===== config.mk =====
export PLATFORM = sky130hd
export DESIGN_NAME = serctl_port
export DESIGN_NICKNAME = d
export VERILOG_FILES = /design/src/rtl/serctl_pkg.sv /design/src/rtl/serctl_sync.sv /design/src/rtl/serctl_shift.sv /design/src/rtl/serctl_regbank.sv /design/src/rtl/serctl_port.sv
export SDC_FILE = /design/constraint.sdc
export NUM_CORES = 1
export LEC_CHECK = 0
export BUFFER_PORTS_ARGS = -buffer_cell sky130_fd_sc_hd__buf_4
export CORE_MARGIN = 4
export CORE_UTILIZATION = 53
export CTS_BUF_LIST = sky130_fd_sc_hd__clkbuf_4 sky130_fd_sc_hd__clkbuf_8 sky130_fd_sc_hd__clkbuf_16
export DETAILED_ROUTE_END_ITERATION = 10
export PLACE_DENSITY = 0.78
export SLEW_MARGIN = 10
export SYNTH_ARGS = -nofsm -noshare
export SYNTH_HDL_FRONTEND = slang
export SYNTH_SLANG_ARGS = --single-unit

===== constraint.sdc =====
create_clock -name clk -period 1.9 [get_ports clk]
set_input_delay 0.285 -clock clk [delete_from_list [all_inputs] [get_ports clk]]
set_output_delay 0.285 -clock clk [all_outputs]
set_load 0.1 [all_outputs]

===== src/rtl/serctl_pkg.sv =====
package serctl_pkg;
  localparam int ADDR_W = 2;

  typedef enum logic [ADDR_W-1:0] {
    SEL_LEFT  = 2'b00,
    SEL_CTRL  = 2'b01,
    SEL_RIGHT = 2'b10,
    SEL_RSVD  = 2'b11
  } reg_sel_e;
endpackage


===== src/rtl/serctl_sync.sv =====
module serctl_sync #(
  parameter int WIDTH  = 3,
  parameter int STAGES = 2
) (
  input  logic             clk,
  input  logic             rst_n,
  input  logic [WIDTH-1:0] async_i,
  output logic [WIDTH-1:0] sync_o
);
  logic [WIDTH-1:0] stage_q [STAGES];

  generate
    for (genvar s = 0; s < STAGES; s++) begin : g_stage
      if (s == 0) begin : g_first
        always_ff @(posedge clk) begin
          if (!rst_n) stage_q[s] <= '0;
          else        stage_q[s] <= async_i;
        end
      end else begin : g_next
        always_ff @(posedge clk) begin
          if (!rst_n) stage_q[s] <= '0;
          else        stage_q[s] <= stage_q[s-1];
        end
      end
    end
  endgenerate

  assign sync_o = stage_q[STAGES-1];
endmodule


===== src/rtl/serctl_shift.sv =====
module serctl_shift #(
  parameter int WORD_W = 16
) (
  input  logic              clk,
  input  logic              rst_n,
  input  logic              sclk_s,
  input  logic              sdat_s,
  input  logic              slat_s,
  output logic [WORD_W-1:0] word_o,
  output logic              latch_evt_o
);
  logic              sclk_q, slat_q;
  logic [WORD_W-1:0] shift_q;
  logic              bit_evt;

  function automatic logic f_rise(input logic now_v, input logic prev_v);
    return now_v & ~prev_v;
  endfunction

  assign bit_evt     = f_rise(sclk_s, sclk_q);
  assign latch_evt_o = f_rise(slat_s, slat_q);
  assign word_o      = shift_q;

  always_ff @(posedge clk) begin
    if (!rst_n) begin
      sclk_q  <= 1'b0;
      slat_q  <= 1'b0;
      shift_q <= '0;
    end else begin
      sclk_q <= sclk_s;
      slat_q <= slat_s;
      if (bit_evt) shift_q <= {shift_q[WORD_W-2:0], sdat_s};
    end
  end

  // the newest bit enters at the bottom on a bit clock rise
  p_capture_r6: assert property (@(posedge clk) disable iff (!rst_n)
    bit_evt |=> shift_q[0] == $past(sdat_s));
  // no bit clock rise, no shift
  p_hold_r8: assert property (@(posedge clk) disable iff (!rst_n)
    !bit_evt |=> $stable(shift_q));
endmodule


===== src/rtl/serctl_regbank.sv =====
module serctl_regbank
  import serctl_pkg::*;
#(
  parameter int WORD_W = 16
) (
  input  logic                     clk,
  input  logic                     rst_n,
  input  logic [WORD_W-1:0]        word_i,
  input  logic                     latch_evt_i,
  output logic [WORD_W-ADDR_W-1:0] vol_left_o,
  output logic [WORD_W-ADDR_W-1:0] vol_right_o,
  output logic [WORD_W-ADDR_W-1:0] ctrl_o,
  output logic                     wr_left_o,
  output logic                     wr_right_o,
  output logic                     wr_ctrl_o
);
  localparam int PAY_W = WORD_W - ADDR_W;

  function automatic reg_sel_e f_sel(input logic [WORD_W-1:0] w);
    return reg_sel_e'(w[ADDR_W-1:0]);
  endfunction

  function automatic logic [PAY_W-1:0] f_payload(input logic [WORD_W-1:0] w);
    return w[WORD_W-1:ADDR_W];
  endfunction

  reg_sel_e         sel;
  logic [PAY_W-1:0] payload;
  logic             hit_left, hit_right, hit_ctrl, hit_rsvd;

  assign sel       = f_sel(word_i);
  assign payload   = f_payload(word_i);
  assign hit_left  = latch_evt_i && (sel == SEL_LEFT);
  assign hit_right = latch_evt_i && (sel == SEL_RIGHT);
  assign hit_ctrl  = latch_evt_i && (sel == SEL_CTRL);
  assign hit_rsvd  = latch_evt_i && (sel == SEL_RSVD);

  always_ff @(posedge clk) begin
    if (!rst_n) begin
      vol_left_o  <= '1;
      vol_right_o <= '1;
      ctrl_o      <= '0;
      wr_left_o   <= 1'b0;
      wr_right_o  <= 1'b0;
      wr_ctrl_o   <= 1'b0;
    end else begin
      wr_left_o  <= hit_left;
      wr_right_o <= hit_right;
      wr_ctrl_o  <= hit_ctrl;
      if (hit_left)  vol_left_o  <= payload;
      if (hit_right) vol_right_o <= payload;
      if (hit_ctrl)  ctrl_o      <= payload;
    end
  end

  p_left_load_r2: assert property (@(posedge clk) disable iff (!rst_n)
    hit_left |=> wr_left_o && vol_left_o == $past(payload));
  p_right_load_r3: assert property (@(posedge clk) disable iff (!rst_n)
    hit_right |=> wr_right_o && vol_right_o == $past(payload));
  p_ctrl_load_r4: assert property (@(posedge clk) disable iff (!rst_n)
    hit_ctrl |=> wr_ctrl_o && ctrl_o == $past(payload));
  p_reserved_r5: assert property (@(posedge clk) disable iff (!rst_n)
    hit_rsvd |=> !wr_left_o && !wr_right_o && !wr_ctrl_o &&
                 $stable(vol_left_o) && $stable(vol_right_o) && $stable(ctrl_o));
  p_strobe_onehot_r9: assert property (@(posedge clk) disable iff (!rst_n)
    $onehot0({wr_left_o, wr_right_o, wr_ctrl_o}));
  p_strobe_single_r9: assert property (@(posedge clk) disable iff (!rst_n)
    (wr_left_o || wr_right_o || wr_ctrl_o) |=> !(wr_left_o || wr_right_o || wr_ctrl_o));
  p_quiet_r8: assert property (@(posedge clk) disable iff (!rst_n)
    !latch_evt_i |=> $stable(vol_left_o) && $stable(vol_right_o) && $stable(ctrl_o));
endmodule


===== src/rtl/serctl_port.sv =====
module serctl_port
  import serctl_pkg::*;
#(
  parameter int WORD_W      = 16,
  parameter int SYNC_STAGES = 2,
  parameter int MUTE_BIT    = 6
) (
  input  logic                     clk,
  input  logic                     rst_n,
  input  logic                     ser_clk_i,
  input  logic                     ser_dat_i,
  input  logic                     ser_lat_i,
  output logic [WORD_W-ADDR_W-1:0] vol_left_o,
  output logic [WORD_W-ADDR_W-1:0] vol_right_o,
  output logic [WORD_W-ADDR_W-1:0] ctrl_o,
  output logic                     soft_mute_o,
  output logic                     wr_left_o,
  output logic                     wr_right_o,
  output logic                     wr_ctrl_o
);
  localparam int LINES = 3;

  logic [LINES-1:0]  line_s;
  logic [WORD_W-1:0] word;
  logic              latch_evt;

  serctl_sync #(.WIDTH(LINES), .STAGES(SYNC_STAGES)) u_sync (
    .clk     (clk),
    .rst_n   (rst_n),
    .async_i ({ser_lat_i, ser_dat_i, ser_clk_i}),
    .sync_o  (line_s)
  );

  serctl_shift #(.WORD_W(WORD_W)) u_shift (
    .clk         (clk),
    .rst_n       (rst_n),
    .sclk_s      (line_s[0]),
    .sdat_s      (line_s[1]),
    .slat_s      (line_s[2]),
    .word_o      (word),
    .latch_evt_o (latch_evt)
  );

  serctl_regbank #(.WORD_W(WORD_W)) u_regs (
    .clk         (clk),
    .rst_n       (rst_n),
    .word_i      (word),
    .latch_evt_i (latch_evt),
    .vol_left_o  (vol_left_o),
    .vol_right_o (vol_right_o),
    .ctrl_o      (ctrl_o),
    .wr_left_o   (wr_left_o),
    .wr_right_o  (wr_right_o),
    .wr_ctrl_o   (wr_ctrl_o)
  );

  assign soft_mute_o = ctrl_o[MUTE_BIT];

  // mute changes only together with a control write
  p_mute_follows_r11: assert property (@(posedge clk) disable iff (!rst_n)
    !wr_ctrl_o |-> $stable(soft_mute_o) || $past(!rst_n));
endmodule


# --- Word level (Yosys, flattened, before mapping) ---
# Memory sizes are Yosys's and may differ from the RTL's.
# Index checks and enable logic that the tools add are counted.
classes:
  add_sub_neg: 0
  multipliers: 0
  div_mod_pow: 0
  order_cmp: 0
  eq_ne: 2
  n_shift: 0
  muxes: 4
  bitwise: 6
  n_reduce_logical: 4
op_table:
  columns: ["op", "count"]
  rows:
  - ["3-bit two-way mux", 2]
  - ["1-bit logical AND", 3]
  - ["1-bit bitwise AND", 2]
  - ["2-bit by 1-bit == test with 1-bit output (second input constant)", 1]
  - ["2-bit == test (second input constant)", 1]
  - ["2-bit logical NOT", 1]
  - ["1-bit two-way mux", 2]
  - ["1-bit inverter", 2]
  - ["1-bit bitwise OR", 2]
word_totals:
  reg_bits: 63
  latchBits: 0
  mem_bits_rw: 6
  romBits: 0
  n_memories: 1
memory_table:
  columns: ["memory", "words", "width", "rd", "rd_ports_with_merged_regs", "write_ports", "line", "source"]
  rows:
  - ["u_sync.stage_q", 2, 3, 2, 0, 2, "serctl_sync.sv:10", "logic [WIDTH-1:0] stage_q [STAGES];"]

# --- Longest topological paths before layout ---
# Gate-level depths: netlist of run 1.
depth:
  word_depth: 3
  ltp_mapped: 5
  mapped_depth_nobuf: 3

# --- Hierarchy ---
# A second synthesis of run 1 with hierarchy kept.
hier_totals:
  hier_cells: 252
  area_unflattened_um2: 2675.1
modules_own_cells:
  columns: ["mod", "instances", "cells_each", "area_each_um2"]
  rows:
  - ["serctl_regbank", 1, 180, 1845.5]
  - ["serctl_shift", 1, 59, 664.4]
  - ["serctl_sync", 1, 12, 157.7]
  - ["serctl_port", 1, 1, 7.5]

# --- Worst setup path before layout of run 1 ---
# No wires, ideal clock.
synth_timing:
  path_type: "register to output"
  start: "reg u_regs.ctrl_o[6]"
  end: "out ctrl_o[6]"
  arrival_ns: 1.373
  t_required_ns: 1.615
  slack_ns: 0.242
  stages_incl_launch_ff: 2
  path_buffers: 1
  path_cell_list: "dfxtp_1 -> buf_4"
synth_rtl:
  columns: ["item", "line", "source"]
  rows:
  - ["start, declared", "serctl_regbank.sv:12", "output logic [WORD_W-ADDR_W-1:0] ctrl_o,"]
  - ["start signal, assigned", "serctl_regbank.sv:52", "if (hit_ctrl) ctrl_o <= payload;"]
  - ["end, declared", "serctl_port.sv:15", "output logic [WORD_W-ADDR_W-1:0] ctrl_o,"]
# No word-level cell between the ends.

# --- Final worst setup path of run 1 ---
layout_timing:
  start: "reg u_shift.shift_q[0], in the netlist u_shift.word_o[0]"
  end: "reg u_regs.vol_left_o[11]"
layout_via:
  elab_chain_cells: 2
layout_lines:
  columns: ["item", "line", "source"]
  rows:
  - ["start, declared", "serctl_shift.sv:13", "logic [WORD_W-1:0] shift_q;"]
  - ["start signal, assigned", "serctl_shift.sv:32", "if (bit_evt) shift_q <= {shift_q[WORD_W-2:0], sdat_s};"]
  - ["2-bit logical NOT", "serctl_regbank.sv:33", "assign hit_left = latch_evt_i && (sel == SEL_LEFT);"]
  - ["1-bit logical AND", "serctl_regbank.sv:33", null]
  - ["end signal, assigned", "serctl_regbank.sv:50", "if (hit_left) vol_left_o <= payload;"]
  - ["end, declared", "serctl_regbank.sv:10", "output logic [WORD_W-ADDR_W-1:0] vol_left_o,"]
# Every way passes these cells.
# A chain may end at the register's enable or synchronous reset.

==> flow_summary.yaml, run 1 <==
power_and_ir_drop:
  p_per_area_nw_per_um2: 943
  p_sw_share_pct: 24.0
  worst_ir_drop_vdd_mv: 0.627
  p_leak_nw: 1.26
  pwr-share-comb_pct: 7.9
  clkPwrFrac_pct: 38.8
  switching_power_mw: 0.668
  p_int_mw: 2.12
  power.share.sequential_pct: 53.2
logic_synthesis:
  yosysUniqueCellTypes: 19
  netlist.area_leader.share_pct: 57.4
  synth.avg_cell_area_sq_um: 8.50
  synth_cells: 283
  synth_compound_area_share_pct: 7.90
  synth-xor-area-share_pct: 0
  synth_top_cell_by_area: "dfxtp_1"
  synth_fp_nets: 288
  synthAdderAreaFrac_pct: 0
  synthTopCellsByArea: "dfxtp_1, nand2_1, nand3_1, a21boi_0, o21ai_0"
  ys_async_sr_fraction_pct: 0
  synth_edf_count: 0
  ys_seq_area_share_pct: 57.4
  synth_top_flop_cell: "dfxtp_1"
  synthTopCellsByCount: "nand2_1, dfxtp_1, nand3_1"
  ys_ff_latch: 69
  yosysMostFrequentCell: "nand2_1"
  synth_top_family_by_area: "simple AND/OR/NAND/NOR gates"
  synth-simple-area-share_pct: 30.6
  yosys_warnings: 0
  syn_area_sq_um: 2410
  muxShareOfSynthArea_pct: 0
floorplanning:
  die_h_um: 75.4
  coreArea_sq_um: 4380
  initial_utilization_pct: 54.9
  ios: 51
  rows: 24
  die_area_sq_um: 5680
  die_x_um: 75.4
timing:
  worstMarginPinSlew_ps: 713
  finalSetupViolCount: 0
  rsz0062_at_grt: "no"
  setup_slack_ps: 369
  max_slew_margin_pct: 52.5
  hold_viol_final: 0
  fmax_mhz: 653
  fin_tns_setup_ps: 0
  timing.final.crit_share_pct: 80.6
  min_period_ps: 1530
  slew_violations: 0
  clock_skew_ps: 4.85
detailed_routing:
  dr.pass1.iters: 4
  vias: 1946
  drt_iter0_drc: 163
  drtAntennaViolNets: 0
  drt_wl_total_um: 4880
  drc_errors: 0
  vias_per_cell: 5.11
  post_drt_wl_per_cell_um: 12.8
global_route:
  gr-total-overflow: 0
  antenna_found_initial: 0
  grt_max_degree: 84
  grt_usage_pct: 18.4
  grt_pass1_wl_um: 8010
  grt_pass1_vias: 1664
clocking:
  insertion_delay_ps: 330
  post-cts-setup-buffers: 0
  cts_root_buf: "clkbuf_8"
  clockBufferDepth: 2
  numCtsBuffers: 9
  clk_pin_slew_ps: 60
  ctsResizeCount: 0
  cts_max_level: 3
  cts_tree: "yes"
  cts-hold-fix-buffers: 0
  numClockSinks: 69
worst_setup_path:
  worstPathMaxFanout: 14
  cp.arrival_ps: 1700
  cp_cell_sequence: "or4b_1 -> nand2_1 -> nand3_1"
  rr_worst_depth: 3
  rrSetupSlack_ps: 370
  critPathCaptureType: "flop"
  critPathRequiredTime_ps: 2070
  reg2reg_to: "u_regs.vol_left_o[11]"
  path_class: "reg2reg"
  crit_family: "simple AND/OR/NAND/NOR gates"
  r2r_start: "u_shift.word_o[0]"
  crit_buf_inv: 0
  crit_path_top_delay_cell: "or4b_1"
  setup.worst_path.start_class: "flop"
  max_stage_delay_ps: 780
finish:
  fin_nets: 330
  drive_gt1_share_pct: 21.3
  synthToLayoutAreaGrowth_pct: 22.8
  antenna_cells: 0
run:
  maxCapViolations: 0
min_path:
  holdPathStages: 2
  worst_hold_startpoint: "ser_lat_i"
  min_to: "u_sync.stage_q[0][2]"
  hp-class: "in2reg"
placement:
  place.gp.congestion: 0.753
  dp_slack_ps: 384
  dp_hpwl_um: 3140
  port_buffers: 50
run_status:
  status: "complete, no violations"
## per-stage QoR
| step | power, mW | instance area [sq um] | cells | util, % | hold slack [ps] |
|---|---|---|---|---|---|
| after floorplan | 1.70 | 2410 | 283 | - | 412 |
| after global routing | 2.89 | 2960 | 381 | 67.4 | 165 |
| after detailed placement | 1.74 | 2770 | 366 | 63.2 | 418 |
| after global placement | 1.74 | 2770 | 366 | 63.2 | 415 |
| after CTS | 2.80 | 2960 | 381 | 67.4 | 157 |
| final | 2.79 | 2960 | 381 | 67.4 | 163 |
## cells by family (layout without fill, tap and decap cells)
kind of cell    after synthesis  after routing
flops                        69             69
buf+inv                      22             68
simple gates                162            162
compound gates               30             30
## metal layers
layer  vias to the layer above  track usage (%)  wire [um]
met4                         0             10.1         61
met1                       864             28.9       2540
met2                        66             23.0       1930
met3                         8             3.96        347
li1                       1008                -          -
met5                         -                0          0
## power by group through the flow
stage               clock network [mW]  logic, mW  registers, mW
floorplan                            0     0.0642           1.63
global placement                     0      0.220           1.52
detailed placement                   0      0.222           1.52
CTS                               1.10      0.222           1.48
global route                      1.17      0.234           1.48
finish                            1.08      0.221           1.48
## state kept, by name, indices dropped and copies added (netlist names)
signal / flops
u_shift.word_o: 16
u_regs.vol_right_o: 14
u_regs.vol_left_o: 14
u_shift.sclk_q: 1
u_regs.wr_right_o: 1
u_regs.ctrl_o: 14
u_shift.slat_q: 1
u_sync.stage_q: 6
u_regs.wr_left_o: 1
u_regs.wr_ctrl_o: 1
## final cells by class
class | count | area [sq um]
clock inverter | 1 | 5.00
multi-input combinational | 192 | 926
tap | 52 | 65.1
clock buffer | 14 | 180
fill | 354 | 1430
sequential | 69 | 1380
timing repair buffer | 53 | 398
## worst reg2reg max path: cells and delay by family, from the launching register on
family	cells	cell delay (ps)
flip-flops	1	360
AND/OR/NAND/NOR	3	1020
## worst max path at each step
| stage | start | to | depth (start not counted) |
|---|---|---|---|
| CTS | u_shift.word_o[0] | u_regs.vol_left_o[11] | 3 |
| global route | u_shift.word_o[0] | u_regs.vol_left_o[6] | 3 |
| finish | u_shift.word_o[0] | u_regs.vol_left_o[11] | 3 |
| floorplan | u_regs.ctrl_o[6] | ctrl_o[6] | 1 |
| detailed placement | u_shift.word_o[0] | u_regs.vol_left_o[6] | 3 |
| global placement | u_shift.word_o[0] | u_regs.vol_left_o[7] | 3 |
## cells in the final DEF (no fill, tap or decap), drive strengths merged
| cell | netlist | layout |
|---|---|---|
| nor2b | 1 | 1 |
| and4bb | 2 | 2 |
| buf | 8 | 53 |
| nand4bb | 1 | 1 |
| dfxtp | 69 | 69 |
| or4b | 1 | 1 |
| nand3 | 42 | 42 |
| clkbuf | 14 | 14 |
| nand2 | 102 | 102 |
| clkinv | 0 | 1 |
| a21boi | 16 | 16 |
| and2 | 11 | 11 |
| nand2b | 1 | 1 |
| o21ai | 14 | 14 |
| nor4b | 1 | 1 |
Note: power is estimated with default switching activity, not from simulation.
==> run 2: changes to the inputs <==
==> constraint.sdc (replaced) <==
create_clock -name clk -period 1.46 [get_ports clk]
set_input_delay 0.219 -clock clk [delete_from_list [all_inputs] [get_ports clk]]
set_output_delay 0.219 -clock clk [all_outputs]
set_load 0.1 [all_outputs]
==> run 2 against run 1 <==
Fmax grew 21%. Sequential share of layout area shrank 1.1 points. Via count is 2.3% higher. Routed wire length grew 3.4%. First-iteration DRC count up 33%. Global-route usage rose by 0.49 points. Critical path depth stayed put. Register-to-register slack got worse by 180 ps. Cell count grew 2.1%. Combinational power rose by 36%. Clock skew is essentially flat.
==> flow_summary.yaml, run 2 (same netlist as run 1, synthesis figures left out) <==
timing:
  worstMarginPinSlew_ps: 425
  finalSetupViolCount: 0
  min_period_ps: 1270
  fmax_mhz: 789
  hold_viol_final: 0
  max_slew_margin_pct: 71.7
  whs_ps: 89.8
  slew_violations: 0
  timing.final.crit_share_pct: 86.8
  rsz0062_at_grt: "no"
  clock_skew_ps: 4.37
  fin_tns_setup_ps: 0
floorplanning:
  ios: 51
  die_h_um: 75.4
  initial_utilization_pct: 54.9
  die_x_um: 75.4
  rows: 24
  die_area_sq_um: 5680
  coreArea_sq_um: 4380
global_route:
  gr-total-overflow: 0
  grt_max_degree: 49
  grt_pass1_wl_um: 8030
  antenna_found_initial: 0
  grt_usage_pct: 18.9
  grt_pass1_vias: 1708
detailed_routing:
  drc_errors: 0
  drt_wl_total_um: 5040
  vias_per_cell: 5.12
  vias: 1990
  drt_iter0_drc: 217
  dr.pass1.iters: 4
  drtAntennaViolNets: 0
  post_drt_wl_per_cell_um: 13.0
finish:
  antenna_cells: 0
  stdcell_area_sq_um: 3030
  final_cells: 389
  layout.cells.most_common: "nand2_1"
  synthToLayoutAreaGrowth_pct: 25.9
  mostFrequentLayoutCells: "nand2_1, dfxtp_1, buf_4"
  largest_reg_flops: 16
  fin_nets: 338
  drive_gt1_share_pct: 23.7
  n_fill_cell: 360
worst_setup_path:
  critPathRequiredTime_ps: 1680
  critPathCaptureType: "flop"
  worstPathMaxFanout: 14
  rr_worst_depth: 3
  r2r_start: "u_sync.stage_q[1][2]"
  reg2reg_to: "u_regs.vol_left_o[10]"
  path_class: "reg2reg"
  cp.arrival_ps: 1480
  setup.worst_path.start_class: "flop"
  rrSetupSlack_ps: 190
run_status:
  status: "complete, no violations"
min_path:
  holdPathStages: 2
  hp-class: "in2reg"
  min_to: "u_sync.stage_q[0][1]"
  worst_hold_startpoint: "ser_dat_i"
run:
  maxCapViolations: 0
power_and_ir_drop:
  power.share.sequential_pct: 54.1
  p_leak_nw: 1.30
  pwr-share-comb_pct: 8.5
  worst_ir_drop_vdd_mv: 0.761
  switching_power_mw: 0.875
  clkPwrFrac_pct: 37.5
  p_per_area_nw_per_um2: 1180
  p_int_mw: 2.69
  p_sw_share_pct: 24.5
placement:
  place.gp.congestion: 0.740
  placed_cell_area_sq_um: 2860
  dp.cells: 374
  dp_hpwl_um: 3400
  port_buffers: 50
clocking:
  numClockSinks: 69
  ctsResizeCount: 0
  clockBufferDepth: 2
  clk_pin_slew_ps: 60
  cts_root_buf: "clkbuf_8"
  cts-hold-fix-buffers: 0
  cts_tree: "yes"
  numCtsBuffers: 9
  post-cts-setup-buffers: 0
  cts_max_level: 3
  insertion_delay_ps: 330
## run 2: changes by cell type in the layout (fill, tap and decap cells not counted), sizes merged
cell	delta
clkinv	+1
clkbuf	-1
buf	+8
## run 2: cell type report
type / instances / area (sq um) / area share, %
sequential: 69 / 1380 / 45.6
multi-input combinational: 192 / 930 / 30.7
timing repair buffer: 61 / 483 / 15.9
clock buffer: 13 / 160 / 5.28
tap: 52 / 65.1 / 2.15
clock inverter: 2 / 10.0 / 0.330
## run 2: critical path: stages (launching register included)
cell and delay (ps):
dfxtp_1 380, or4b_4 580, nand2_1 110, nand3_1 80
## run 2: routing by layer
metal  up-vias  global-route usage [%]  wire (um)
met2        64                    26.9       2120
li1       1015                       -          -
met4         0                    6.99        102
met3         9                    6.60        389
met5         -                       0          0
met1       902                    26.6       2430
## run 2: worst max path at each step
| stage | endpoint | start | depth (start not counted) | slack [ps] |
|---|---|---|---|---|
| final | u_regs.vol_left_o[10] | u_sync.stage_q[1][2] | 3 | 190 |
| after global routing | u_regs.vol_left_o[3] | u_sync.stage_q[1][2] | 3 | 90 |
| after CTS | u_regs.vol_left_o[10] | u_sync.stage_q[1][2] | 3 | 20 |
| after detailed placement | u_regs.vol_left_o[10] | u_sync.stage_q[1][2] | 3 | 30 |
| after global placement | u_regs.vol_left_o[4] | u_sync.stage_q[1][2] | 3 | 80 |
| after floorplan | u_regs.vol_left_o[10] | u_shift.word_o[0] | 5 | 80 |
## run 2: power by group through the flow
stage          sequential (mW)  clock [mW]  combinational (mW)
2_1_floorplan             2.12           0              0.0836
3_3_place_gp              1.97           0               0.299
3_5_place_dp              1.97           0               0.301
4_1_cts                   1.93        1.37               0.302
5_1_grt                   1.93        1.44               0.320
6_report                  1.93        1.34               0.301
## run 2: metrics by stage
| step | worst slack, ps | utilization, % | power [mW] |
|---|---|---|---|
| CTS | 19.2 | 69.0 | 3.60 |
| global placement | 79.7 | 65.2 | 2.27 |
| floorplan | 84.4 | - | 2.21 |
| global route | 89.3 | 69.1 | 3.70 |
| finish | 193 | 69.1 | 3.57 |
| detailed placement | 29.1 | 65.2 | 2.27 |
